$ cat config.mk
export PLATFORM = sky130hd
export DESIGN_NAME = spi_cs_master
export DESIGN_NICKNAME = d
export VERILOG_FILES = /design/src/rtl/spi_cs_pkg.sv /design/src/rtl/spi_cs_sclk.sv /design/src/rtl/spi_cs_shift.sv /design/src/rtl/spi_cs_master.sv
export SDC_FILE = /design/constraint.sdc
export NUM_CORES = 1
export LEC_CHECK = 0
export BUFFER_PORTS_ARGS = -buffer_cell sky130_fd_sc_hd__buf_2
export CAP_MARGIN = 30
export CORE_ASPECT_RATIO = 0.7
export CORE_MARGIN = 2
export CORE_UTILIZATION = 50
export CTS_CLUSTER_SIZE = 20
export DETAILED_ROUTE_END_ITERATION = 6
export PLACE_DENSITY = 0.72
export SYNTH_ARGS = -nofsm -noshare
export SYNTH_HDL_FRONTEND = slang
export SYNTH_HIERARCHICAL = 1
export SYNTH_SLANG_ARGS = --single-unit
export TNS_END_PERCENT = 5
$ cat constraint.sdc
create_clock -name clk -period 3.45 [get_ports clk]
set_input_delay 0.1725 -clock clk [delete_from_list [all_inputs] [get_ports clk]]
set_output_delay 0.1725 -clock clk [all_outputs]
set_load 0.02 [all_outputs]
$ cat src/rtl/spi_cs_pkg.sv
package spi_cs_pkg;

  typedef enum logic [2:0] {
    ST_IDLE,
    ST_LEAD,
    ST_SHIFT,
    ST_LAG,
    ST_GAP
  } xfer_state_t;

  // Cycles between select fall and first rise, and between last fall and select rise.
  function automatic int unsigned edge_wait(input int unsigned lead, input int unsigned div);
    return lead + div / 2;
  endfunction

  // Header byte: address in bits 7..1, direction in bit 0.
  function automatic logic [7:0] head_byte(input logic [6:0] addr, input logic rd);
    return {addr, rd};
  endfunction

endpackage

$ cat src/rtl/spi_cs_sclk.sv
module spi_cs_sclk #(
  parameter int CLK_DIV = 4
) (
  input  logic clk,
  input  logic rst_n,
  input  logic run,
  output logic sclk,
  output logic rise_now,
  output logic fall_now
);
  localparam int HALF = CLK_DIV / 2;
  localparam int PW   = (CLK_DIV > 2) ? $clog2(CLK_DIV) : 1;

  logic [PW-1:0] ph;

  // Phase parks at the last slot, so the first cycle of run rises at once.
  assign rise_now = run && (ph == PW'(CLK_DIV - 1));
  assign fall_now = run && (ph == PW'(HALF - 1));

  always_ff @(posedge clk or negedge rst_n) begin
    if (!rst_n) begin
      ph   <= PW'(CLK_DIV - 1);
      sclk <= 1'b0;
    end else if (!run) begin
      ph   <= PW'(CLK_DIV - 1);
      sclk <= 1'b0;
    end else begin
      ph <= rise_now ? '0 : ph + PW'(1);
      if (rise_now)      sclk <= 1'b1;
      else if (fall_now) sclk <= 1'b0;
    end
  end

  // a rise only ever follows a low clock
  p_rise_from_low_r1: assert property (@(posedge clk) disable iff (!rst_n)
    rise_now |-> !sclk);

endmodule

$ cat src/rtl/spi_cs_shift.sv
module spi_cs_shift (
  input  logic       clk,
  input  logic       rst_n,
  input  logic       load,
  input  logic [7:0] load_val,
  input  logic       rise,
  input  logic       fall,
  input  logic       miso,
  output logic       mosi_bit,
  output logic [2:0] bit_idx,
  output logic       last_bit,
  output logic [7:0] rx_next
);
  logic [7:0] tx;
  logic [7:0] rx;

  assign mosi_bit = tx[7];
  assign last_bit = (bit_idx == 3'd7);
  assign rx_next  = {rx[6:0], miso};

  always_ff @(posedge clk or negedge rst_n) begin
    if (!rst_n) begin
      tx      <= '0;
      rx      <= '0;
      bit_idx <= '0;
    end else begin
      if (load) begin
        tx      <= load_val;
        bit_idx <= '0;
      end else if (fall) begin
        tx      <= {tx[6:0], 1'b0};
        bit_idx <= bit_idx + 3'd1;
      end
      if (rise) rx <= rx_next;
    end
  end

  // new data never lands on a rising edge
  p_load_off_rise_r5: assert property (@(posedge clk) disable iff (!rst_n)
    load |-> !rise);

endmodule

$ cat src/rtl/spi_cs_master.sv
module spi_cs_master
  import spi_cs_pkg::*;
#(
  parameter int CLK_DIV   = 4,
  parameter int LEAD_CYC  = 11,
  parameter int GAP_CYC   = 3,
  parameter int MAX_BYTES = 16,
  localparam int NW = (MAX_BYTES > 2) ? $clog2(MAX_BYTES) : 1
) (
  input  logic          clk,
  input  logic          rst_n,
  input  logic          start,
  input  logic          rd_req,
  input  logic [6:0]    dev_addr,
  input  logic [NW-1:0] byte_cnt_m1,
  input  logic [7:0]    wdata,
  output logic          wr_take,
  output logic [7:0]    rd_data,
  output logic          rd_valid,
  output logic          busy,
  output logic          done,
  output logic          cs_n,
  output logic          sclk,
  output logic          mosi,
  output logic          mosi_oe,
  input  logic          miso
);
  localparam int EDGE_WAIT = edge_wait(LEAD_CYC, CLK_DIV);
  localparam int BW        = $clog2(MAX_BYTES + 1);
  localparam int TW        = $clog2(EDGE_WAIT + GAP_CYC + 2) + 1;

  xfer_state_t   state;
  logic [TW-1:0] tmr;
  logic          lat_rd;
  logic [BW-1:0] lat_last;
  logic [BW-1:0] byte_no;

  logic       accept, lead_end, run, rise_now, fall_now;
  logic       final_fall, next_load, load, last_bit, mosi_bit;
  logic [2:0] bit_idx;
  logic [7:0] load_val, rx_next;

  assign busy       = (state != ST_IDLE);
  assign accept     = (state == ST_IDLE) && start;
  assign lead_end   = (state == ST_LEAD) && (tmr == TW'(EDGE_WAIT - 1));
  assign run        = (state == ST_SHIFT) || lead_end;
  assign final_fall = fall_now && last_bit && (byte_no == lat_last);
  assign next_load  = fall_now && last_bit && !final_fall;
  assign load       = accept || next_load;
  assign load_val   = accept ? head_byte(dev_addr, rd_req) : (lat_rd ? 8'h00 : wdata);
  assign mosi       = mosi_oe & mosi_bit;

  spi_cs_sclk #(.CLK_DIV(CLK_DIV)) u_sclk (
    .clk      (clk),
    .rst_n    (rst_n),
    .run      (run),
    .sclk     (sclk),
    .rise_now (rise_now),
    .fall_now (fall_now)
  );

  spi_cs_shift u_shift (
    .clk      (clk),
    .rst_n    (rst_n),
    .load     (load),
    .load_val (load_val),
    .rise     (rise_now),
    .fall     (fall_now),
    .miso     (miso),
    .mosi_bit (mosi_bit),
    .bit_idx  (bit_idx),
    .last_bit (last_bit),
    .rx_next  (rx_next)
  );

  always_ff @(posedge clk or negedge rst_n) begin
    if (!rst_n) begin
      state    <= ST_IDLE;
      tmr      <= '0;
      lat_rd   <= 1'b0;
      lat_last <= '0;
      byte_no  <= '0;
      cs_n     <= 1'b1;
      mosi_oe  <= 1'b0;
      rd_data  <= '0;
      rd_valid <= 1'b0;
      wr_take  <= 1'b0;
      done     <= 1'b0;
    end else begin
      rd_valid <= 1'b0;
      wr_take  <= 1'b0;
      done     <= 1'b0;
      unique case (state)
        ST_IDLE: if (start) begin
          state    <= ST_LEAD;
          tmr      <= '0;
          cs_n     <= 1'b0;
          mosi_oe  <= 1'b1;
          lat_rd   <= rd_req;
          lat_last <= BW'(byte_cnt_m1) + BW'(1);
          byte_no  <= '0;
        end
        ST_LEAD: begin
          if (lead_end) state <= ST_SHIFT;
          else          tmr   <= tmr + TW'(1);
        end
        ST_SHIFT: begin
          if (rise_now && last_bit && (byte_no != '0) && lat_rd) begin
            rd_data  <= rx_next;
            rd_valid <= 1'b1;
          end
          if (next_load) begin
            byte_no <= byte_no + BW'(1);
            wr_take <= !lat_rd;
          end
          if (final_fall) begin
            state   <= ST_LAG;
            tmr     <= '0;
            mosi_oe <= 1'b0;
          end
        end
        ST_LAG: begin
          if (tmr == TW'(EDGE_WAIT - 1)) begin
            cs_n  <= 1'b1;
            state <= ST_GAP;
            tmr   <= '0;
          end else begin
            tmr <= tmr + TW'(1);
          end
        end
        ST_GAP: begin
          if (tmr == TW'(GAP_CYC - 1)) begin
            state <= ST_IDLE;
            done  <= 1'b1;
          end else begin
            tmr <= tmr + TW'(1);
          end
        end
        default: state <= ST_IDLE;
      endcase
    end
  end

  // Observation counters that feed the assertions only.
  logic [TW-1:0] since_evt;
  logic [TW-1:0] hi_cnt;

  always_ff @(posedge clk or negedge rst_n) begin
    if (!rst_n) begin
      since_evt <= '0;
      hi_cnt    <= '0;
    end else begin
      if (accept || fall_now)    since_evt <= '0;
      else if (since_evt != '1)  since_evt <= since_evt + TW'(1);
      if (!cs_n)                 hi_cnt <= '0;
      else if (hi_cnt != '1)     hi_cnt <= hi_cnt + TW'(1);
    end
  end

  p_sclk_idle_low_r1: assert property (@(posedge clk) disable iff (!rst_n)
    cs_n |-> !sclk);

  p_lead_time_r2: assert property (@(posedge clk) disable iff (!rst_n)
    ($rose(sclk) && byte_no == '0 && bit_idx == 3'd0) |-> since_evt >= TW'(EDGE_WAIT));

  p_lag_time_r3: assert property (@(posedge clk) disable iff (!rst_n)
    $rose(cs_n) |-> since_evt >= TW'(EDGE_WAIT));

  p_gap_before_done_r4: assert property (@(posedge clk) disable iff (!rst_n)
    done |-> (hi_cnt >= TW'(GAP_CYC)) && !busy);

  p_mosi_on_fall_r5: assert property (@(posedge clk) disable iff (!rst_n)
    (mosi_oe && $past(mosi_oe) && !$stable(mosi)) |-> $fell(sclk));

  p_strobe_single_r7: assert property (@(posedge clk) disable iff (!rst_n)
    rd_valid |=> !rd_valid);

  p_oe_idle_off_r8: assert property (@(posedge clk) disable iff (!rst_n)
    cs_n |-> !mosi_oe);

  p_busy_ignores_start_r9: assert property (@(posedge clk) disable iff (!rst_n)
    (busy && start) |=> $stable(lat_last) && $stable(lat_rd));

endmodule

==> implementation parameters, run 1 <==
Parameter                              Value

Yosys
  Syn_nets    303
  Async set-reset flop share out of synthesis    100%
  Count of distinct cell types in the synthesized netlist    49
  Flip-flop and latch count after synthesis    54
  Cell count after synthesis    roughly 270
  Yosys Warn Count    6
  Fraction of the yosys area taken by sequential cells    between 40% and 50%
  Post-synth EDFFs    0
  Average cell area after synthesis    just over 10 µm²
  Post-synth top flop    dfrtp_1
  Post-Synthesis Cell Area    roughly 2800 µm²

STA
  Worst Tran Pin Value    about 0.81 ns
  Setup total negative slack    0 ns
  Max Fclk    333 MHz
  Setup-failing EPs final    0
  Final number of hold-violating endpoints    0
  Worst Skew    0.0100 ns
  Worst setup slack after layout    0.451 ns
  Final cycle utilization of the critical path    86.9%
  Relative slew margins    between 40% and 50%
  Number of max-slew violations in the final report    0
  Minimum period implied by the final worst setup slack    ~3.0 ns
  Setup repair after global routing missed its margin    false

Final layout
  Commonest cells after routing, fill and taps aside    dfrtp_1, nand2_1, buf_2, mux2_2
  Commonest non-fill, non-tap cell in the layout    dfrtp_1
  Fraction of final layout cells sized beyond drive strength 1    between 20% and 30%
  Layout Area Growth over Synthesis    12.5%
  Filler Cell Count    478
  Antenna cells    0
  Final cell utilization of the core    about three fifths
  Final nets    roughly 340

Clock network
  Number of buffers added by the clock tree synthesis step    5
  Gates resized, CTS repair    0
  Hold buffer count at cts    1
  Clock tree from TritonCTS    built
  Sinks on Clock Net    54
  Total setup buffers inserted after CTS    0
  H-tree depth    2
  CTS root buf    clkbuf_8
  Clk Latency, worst-skew pair    ~0.31 ns
  Clock input transition at the sequential cells of the worst setup and hold paths    0.09 ns
  Buffer depth of the longest clock path    2

Pwr
  Combinational fraction of design power    4.3%
  Switching pwr    between 0.2 and 0.25 mW
  Power per Cell Area    335 nW/µm²
  Maximum vdd ir drop    0.224 mV
  Fraction of power consumed by the clock network    34.0%
  Switching share of power    22.8%
  Internal power consumption    around 0.80 mW
  Portion of total power attributed to sequential cells    approximately 62%
  Leakage    ~1.5 nW

Global routing
  Number of global-route vias before repair    between 1,500 and 2,000
  Initial antenna violation count    0
  GRT Util Overall    between 15 and 20%
  Overflow left after global routing    0
  Maximum number of pins on one net before global-route repair    between 50 and 60
  Global-route wire length before repair    about 8000 µm

Floorplanning
  I/O pin count    40
  Cell Rows    22
  Width of the die    slightly above 90 µm
  Effective utilization at floorplan    a little over half
  Area of the die    between 6000 and 7000 µm²
  Height of the chip    approximately 66 µm
  Placeable Area    between 5000 and 6000 µm²

Setup path
  CP Launch Type    flip-flop
  Kind of cell with the highest combined delay on the critical path    simple AND/OR/NAND/NOR gates
  Count of buffer and inverter cells on the critical path    1
  Slowest stage delay, CP    between 0.4 and 0.5 ns
  Dominant cell type by count on the critical path    nand2_1
  Kind of critical path    flip-flop to flip-flop
  Data arrival time of the worst path    between 3 and 4 ns
  Top fanout value on the critical path    6
  Slowest cell on crit path    or3_1
  Chain of cells forming the critical path    inv_1, ha_1, and3_1, nand2_1, mux2_2, nor2_1, and2_1, nand2_1, or3_1, a221o_1, a21o_1
  Crit path capture type    flip-flop
  Data required time at the worst endpoint    ~3.7 ns

Place
  # port buffers    39
  Worst slack at placement    0.484 ns
  DP Wirelength    3610 µm
  Gpl congestion    roughly 0.84

Status
  Outcome    finished, final reports clean

Detailed routing
  Post-detailed-route DRC marker count    0
  Routed Antenna Nets    0
  WL per Instance    between 10 and 15 µm
  Vias    between 1,500 and 2,000
  Detailed Route WL    5020 µm
  Average vias per placed instance    around 5.3
  First-pass detailed-route iteration total    5
  Number of violations reported at the end of detailed-routing iteration 0    86

Worst hold path
  Hold Path Class    input pin to flip-flop

Flow run
  Max-Cap Viols    0
[registers in the layout, summed over array words and instances, names as in the netlist]
signal and flops:
cs_n 1, rd_valid 1, byte_no 5, wr_take 1
u_shift/rx 7, u_shift/bit_idx 3, state 3, u_sclk/ph 2
lat_last 5, rd_data 8, tmr 6, lat_rd 1
done 1, u_sclk/sclk 1, mosi_oe 1, u_shift/tx 8
[worst paths after layout]
check / slack, ns / cells after the start / from / end
min reg2reg: 0.49 / 1 / tmr[5]$_DFFE_PN0P_ / tmr[5]$_DFFE_PN0P_
max in group asynchronous: 2.50 / 3 / rst_n / lat_rd$_DFFE_PN0P_
max: 0.45 / 11 / tmr[0]$_DFFE_PN0P_ / tmr[4]$_DFFE_PN0P_
max reg2reg: 0.45 / 11 / tmr[0]$_DFFE_PN0P_ / tmr[4]$_DFFE_PN0P_
min in group asynchronous: 0.51 / 3 / rst_n / tmr[5]$_DFFE_PN0P_
min: 0.07 / 2 / byte_cnt_m1[0] / lat_last[0]$_DFFE_PN0P_
[worst register-to-register path, delay by kind of cell, from the launching register on]
family,cells,cell delay (ns)
compound gates,2,0.55
fa+ha+maj,1,0.17
buf+inv,1,0.11
flops,1,0.45
mux,1,0.29
simple gates,6,1.36
[area by class of cell]
type	count	area, µm²	area share (%)
multi-input combinational	189	1270	41.1
clock buffer	5	68.8	2.22
timing repair buffer	45	243	7.84
clock inverter	3	21.3	0.687
tap	72	90.1	2.91
inverter	12	45.0	1.46
sequential	54	1360	43.8
[synth_stat cells (7+ instances only)]
cell	instances	share of area [%]
xnor2_1	7	2.2
nand3_1	11	2.0
mux2_2	16	6.5
o21ai_0	13	2.4
ha_1	10	4.5
nor2_1	13	1.8
mux2i_1	11	4.0
nand2_1	43	5.9
inv_1	12	1.6
nand3b_1	8	2.2
dfrtp_1	51	46
[power groups by stage]
stage	Sequential (mW)	Combinational [mW]	Clock [mW]
2_1_floorplan	0.652	0.0148	0
3_5_place_dp	0.653	0.0446	0
3_3_place_gp	0.653	0.0433	0
5_1_grt	0.641	0.0503	0.392
6_report	0.640	0.0442	0.352
4_1_cts	0.640	0.0455	0.366
[metrics by stage]
step | cells | cell area (µm²) | total power, mW | hold slack [ns]
after floorplan | 269 | 2750 | 0.667 | -0.123
after global placement | 371 | 3000 | 0.696 | 0.337
after detailed placement | 371 | 3000 | 0.697 | 0.340
after CTS | 380 | 3100 | 1.05 | 0.0641
after global routing | 380 | 3100 | 1.08 | 0.0781
final | 380 | 3100 | 1.04 | 0.0689
[cell families after synthesis]
kind of cell	synth area share, %
DFF	49.2
xor gates and xnor gates	2.87
adders and majority gates	4.55
and+or+nand+nor	16.8
AOI/OAI and AO/OA	11.5
buffers and inverters	4.50
muxes	10.6
[metal layers]
metal,up-vias,wire [µm],global-route usage (%)
met4,0,84,6.62
met2,30,2160,24.6
met5,-,0,0
li1,998,-,-
met1,962,2620,25.9
met3,8,148,4.45
Power figures use the tool's default switching activity.
==> inputs of run 2 (changes only) <==
clock period = 3.1 ns   (was 3.45 ns; I/O delays follow)
==> run 2 against run 1 <==
  * Via count up 1.3%
  * Power grew 18%
  * Cell area rose by 1.2%
  * Critical path type unchanged
  * Hold slack lost 0.013 ns
  * Highest routed layer unchanged
==> implementation parameters, run 2 (synthesis gave the netlist of run 1 again) <==
Parameter                              Value

Status
  Outcome    finished, final reports clean

Setup path
  Data arrival time of the worst path    3.12 ns (-0.09 ns)
  Crit path capture type    flip-flop
  Kind of critical path    flip-flop to flip-flop
  Top fanout value on the critical path    6 (unchanged)
  CP Launch Type    flip-flop
  Data required time at the worst endpoint    3.30 ns (-0.36 ns)
  Setup slack on the worst flop-to-flop path    0.18 ns (-0.27 ns)

Detailed routing
  Detailed Route WL    5330 µm (+6.1%)
  Number of violations reported at the end of detailed-routing iteration 0    59 (-31%)
  First-pass detailed-route iteration total    4 (-1)
  Highest metal layer used by the detailed router    met4
  WL met3    149 µm (+0.68%)
  WL per Instance    13.9 µm (+5.6%)
  Vias    2,023 (+1.3%)
  Post-detailed-route DRC marker count    0 (unchanged)
  Routed Antenna Nets    0 (unchanged)
  Met2 wire len    2530 µm (+17%)
  Met1 routed wirelength after detailed routing    2600 µm (-0.69%)
  Average vias per placed instance    5.30 (+0.72%)

Floorplanning
  Height of the chip    66.1 µm (unchanged)
  Cell Rows    22 (unchanged)
  Effective utilization at floorplan    52.1% (unchanged)
  Placeable Area    5290 µm² (unchanged)
  Area of the die    6120 µm² (unchanged)
  I/O pin count    40 (unchanged)
  Width of the die    92.7 µm (unchanged)

Clock network
  Number of buffers added by the clock tree synthesis step    5 (unchanged)
  Clock tree from TritonCTS    built
  Buffer depth of the longest clock path    2 (unchanged)
  Clock input transition at the sequential cells of the worst setup and hold paths    0.10 ns (about the same)
  Sinks on Clock Net    54 (unchanged)
  CTS root buf    clkbuf_8
  H-tree depth    2 (unchanged)
  Total setup buffers inserted after CTS    0 (unchanged)
  Clk Latency, worst-skew pair    0.31 ns (about the same)

Final layout
  Commonest cells after routing, fill and taps aside    dfrtp_1, nand2_1, buf_2, mux2_2
  Final cell utilization of the core    59.3% (+0.71 points)
  Registers with the most flip-flops    rd_data (8), u_shift/tx (8), u_shift/rx (7)
  Final nets    343 (+0.59%)
  Fraction of final layout cells sized beyond drive strength 1    25.2% (+0.16 points)
  Commonest non-fill, non-tap cell in the layout    dfrtp_1
  Layout Area Growth over Synthesis    13.9%
  Antenna cells    0 (unchanged)

Worst hold path
  Hold Path Class    input pin to flip-flop

Global routing
  Number of global-route vias before repair    1,857 (+9.1%)
  Overflow left after global routing    0 (unchanged)
  Initial antenna violation count    0 (unchanged)
  Maximum number of pins on one net before global-route repair    34 (-38%)
  GRT Util Overall    18.6% (+1.1 points)
  Global-route wire length before repair    8920 µm (+8.2%)

STA
  Final cycle utilization of the critical path    94.1% (+7.2 points)
  Number of max-slew violations in the final report    0 (unchanged)
  Max Fclk    343 MHz (+2.8%)
  Minimum period implied by the final worst setup slack    2.92 ns (-0.0819 ns)
  Setup total negative slack    0 ns (unchanged)
  Worst Skew    0.00921 ns (-0.000818 ns)
  Final hold slack    0.0564 ns (-0.0126 ns)
  Setup-failing EPs final    0 (unchanged)
  Setup repair after global routing missed its margin    false
  Final number of hold-violating endpoints    0 (unchanged)
  Worst Tran Pin Value    0.721 ns (-0.0864 ns)
  Relative slew margins    51.9% (+5.8 points)

Pwr
  Power per Cell Area    392 nW/µm² (+17%)
  Maximum vdd ir drop    0.291 mV (+30%)
  Leakage    1.48 nW (+1.1%)
  Final Power    1.23 mW (+18%)

Flow run
  Max-Cap Viols    0 (unchanged)

Place
  DP Wirelength    3910 µm (+8.5%)
  Gpl congestion    0.806 (-3.9%)
  # port buffers    39 (unchanged)
run 2: cell count changes in the layout (fill, tap and decap cells not counted), sizes merged:
cell	previous run	this run
buf	44	46
bufinv	0	1
clkbuf	5	7
clkinv	2	0
clkinvlp	1	0
run 2: final cells by class:
type / instances / area (µm²)
Multi-Input combinational cell: 189 / 1280
Clock inverter: 1 / 30.0
Inverter: 12 / 45.0
Clock buffer: 7 / 76.3
Timing Repair Buffer: 47 / 258
Fill cell: 478 / 2150
Tap cell: 72 / 90.1
Sequential cell: 54 / 1360
run 2: what timing repair did:
item                       4_1_cts  5_1_grt
hold buffers                     1        0
gates resized for setup          0        1
setup endpoints to repair        0        3
hold endpoints to repair        29        0
run 2: worst paths after layout:
kind                                     from  cells past startpoint                        end
hold / removal                 byte_cnt_m1[0]                      2    lat_last[0]$_DFFE_PN0P_
max in group asynchronous               rst_n                      3         tmr[4]$_DFFE_PN0P_
setup / recovery           tmr[0]$_DFFE_PN0P_                     11         tmr[4]$_DFFE_PN0P_
hold reg to reg            tmr[5]$_DFFE_PN0P_                      1         tmr[5]$_DFFE_PN0P_
setup reg to reg           tmr[0]$_DFFE_PN0P_                     11         tmr[4]$_DFFE_PN0P_
min in group asynchronous               rst_n                      2  u_shift/rx[6]$_DFFE_PN0P_
run 2: power breakdown:
part	switching (mW)	leakage, nW	internal (mW)
logic	0.0270	0.755	0.0218
clock network	0.223	0.0524	0.242
registers	0.00351	0.673	0.709
run 2: per-layer routing:
metal  vias up  global-route usage, %
met5         -                      0
met3         4                   3.42
met4         0                   5.51
met2        27                   29.0
li1       1017                      -
met1       975                   26.6
run 2: worst max-delay path, stage by stage (launching register included):
cell	delay, ns
dfrtp_1	0.44
inv_1	0.11
ha_1	0.18
and3_1	0.25
nand2_1	0.16
mux2_2	0.29
nor2_1	0.11
and2_1	0.16
nand2_1	0.06
or3_1	0.48
a221o_1	0.40
a21o_1	0.18
run 2: through the flow:
| stage | cells | setup WS [ns] | instance area (µm²) |
|---|---|---|---|
| final | 382 | 0.183 | 3130 |
| after global routing | 382 | 0.0126 | 3130 |
| after CTS | 382 | 0.151 | 3130 |
| after detailed placement | 373 | 0.172 | 3010 |
| after global placement | 373 | 0.323 | 3010 |
| after floorplan | 269 | 0.306 | 2750 |
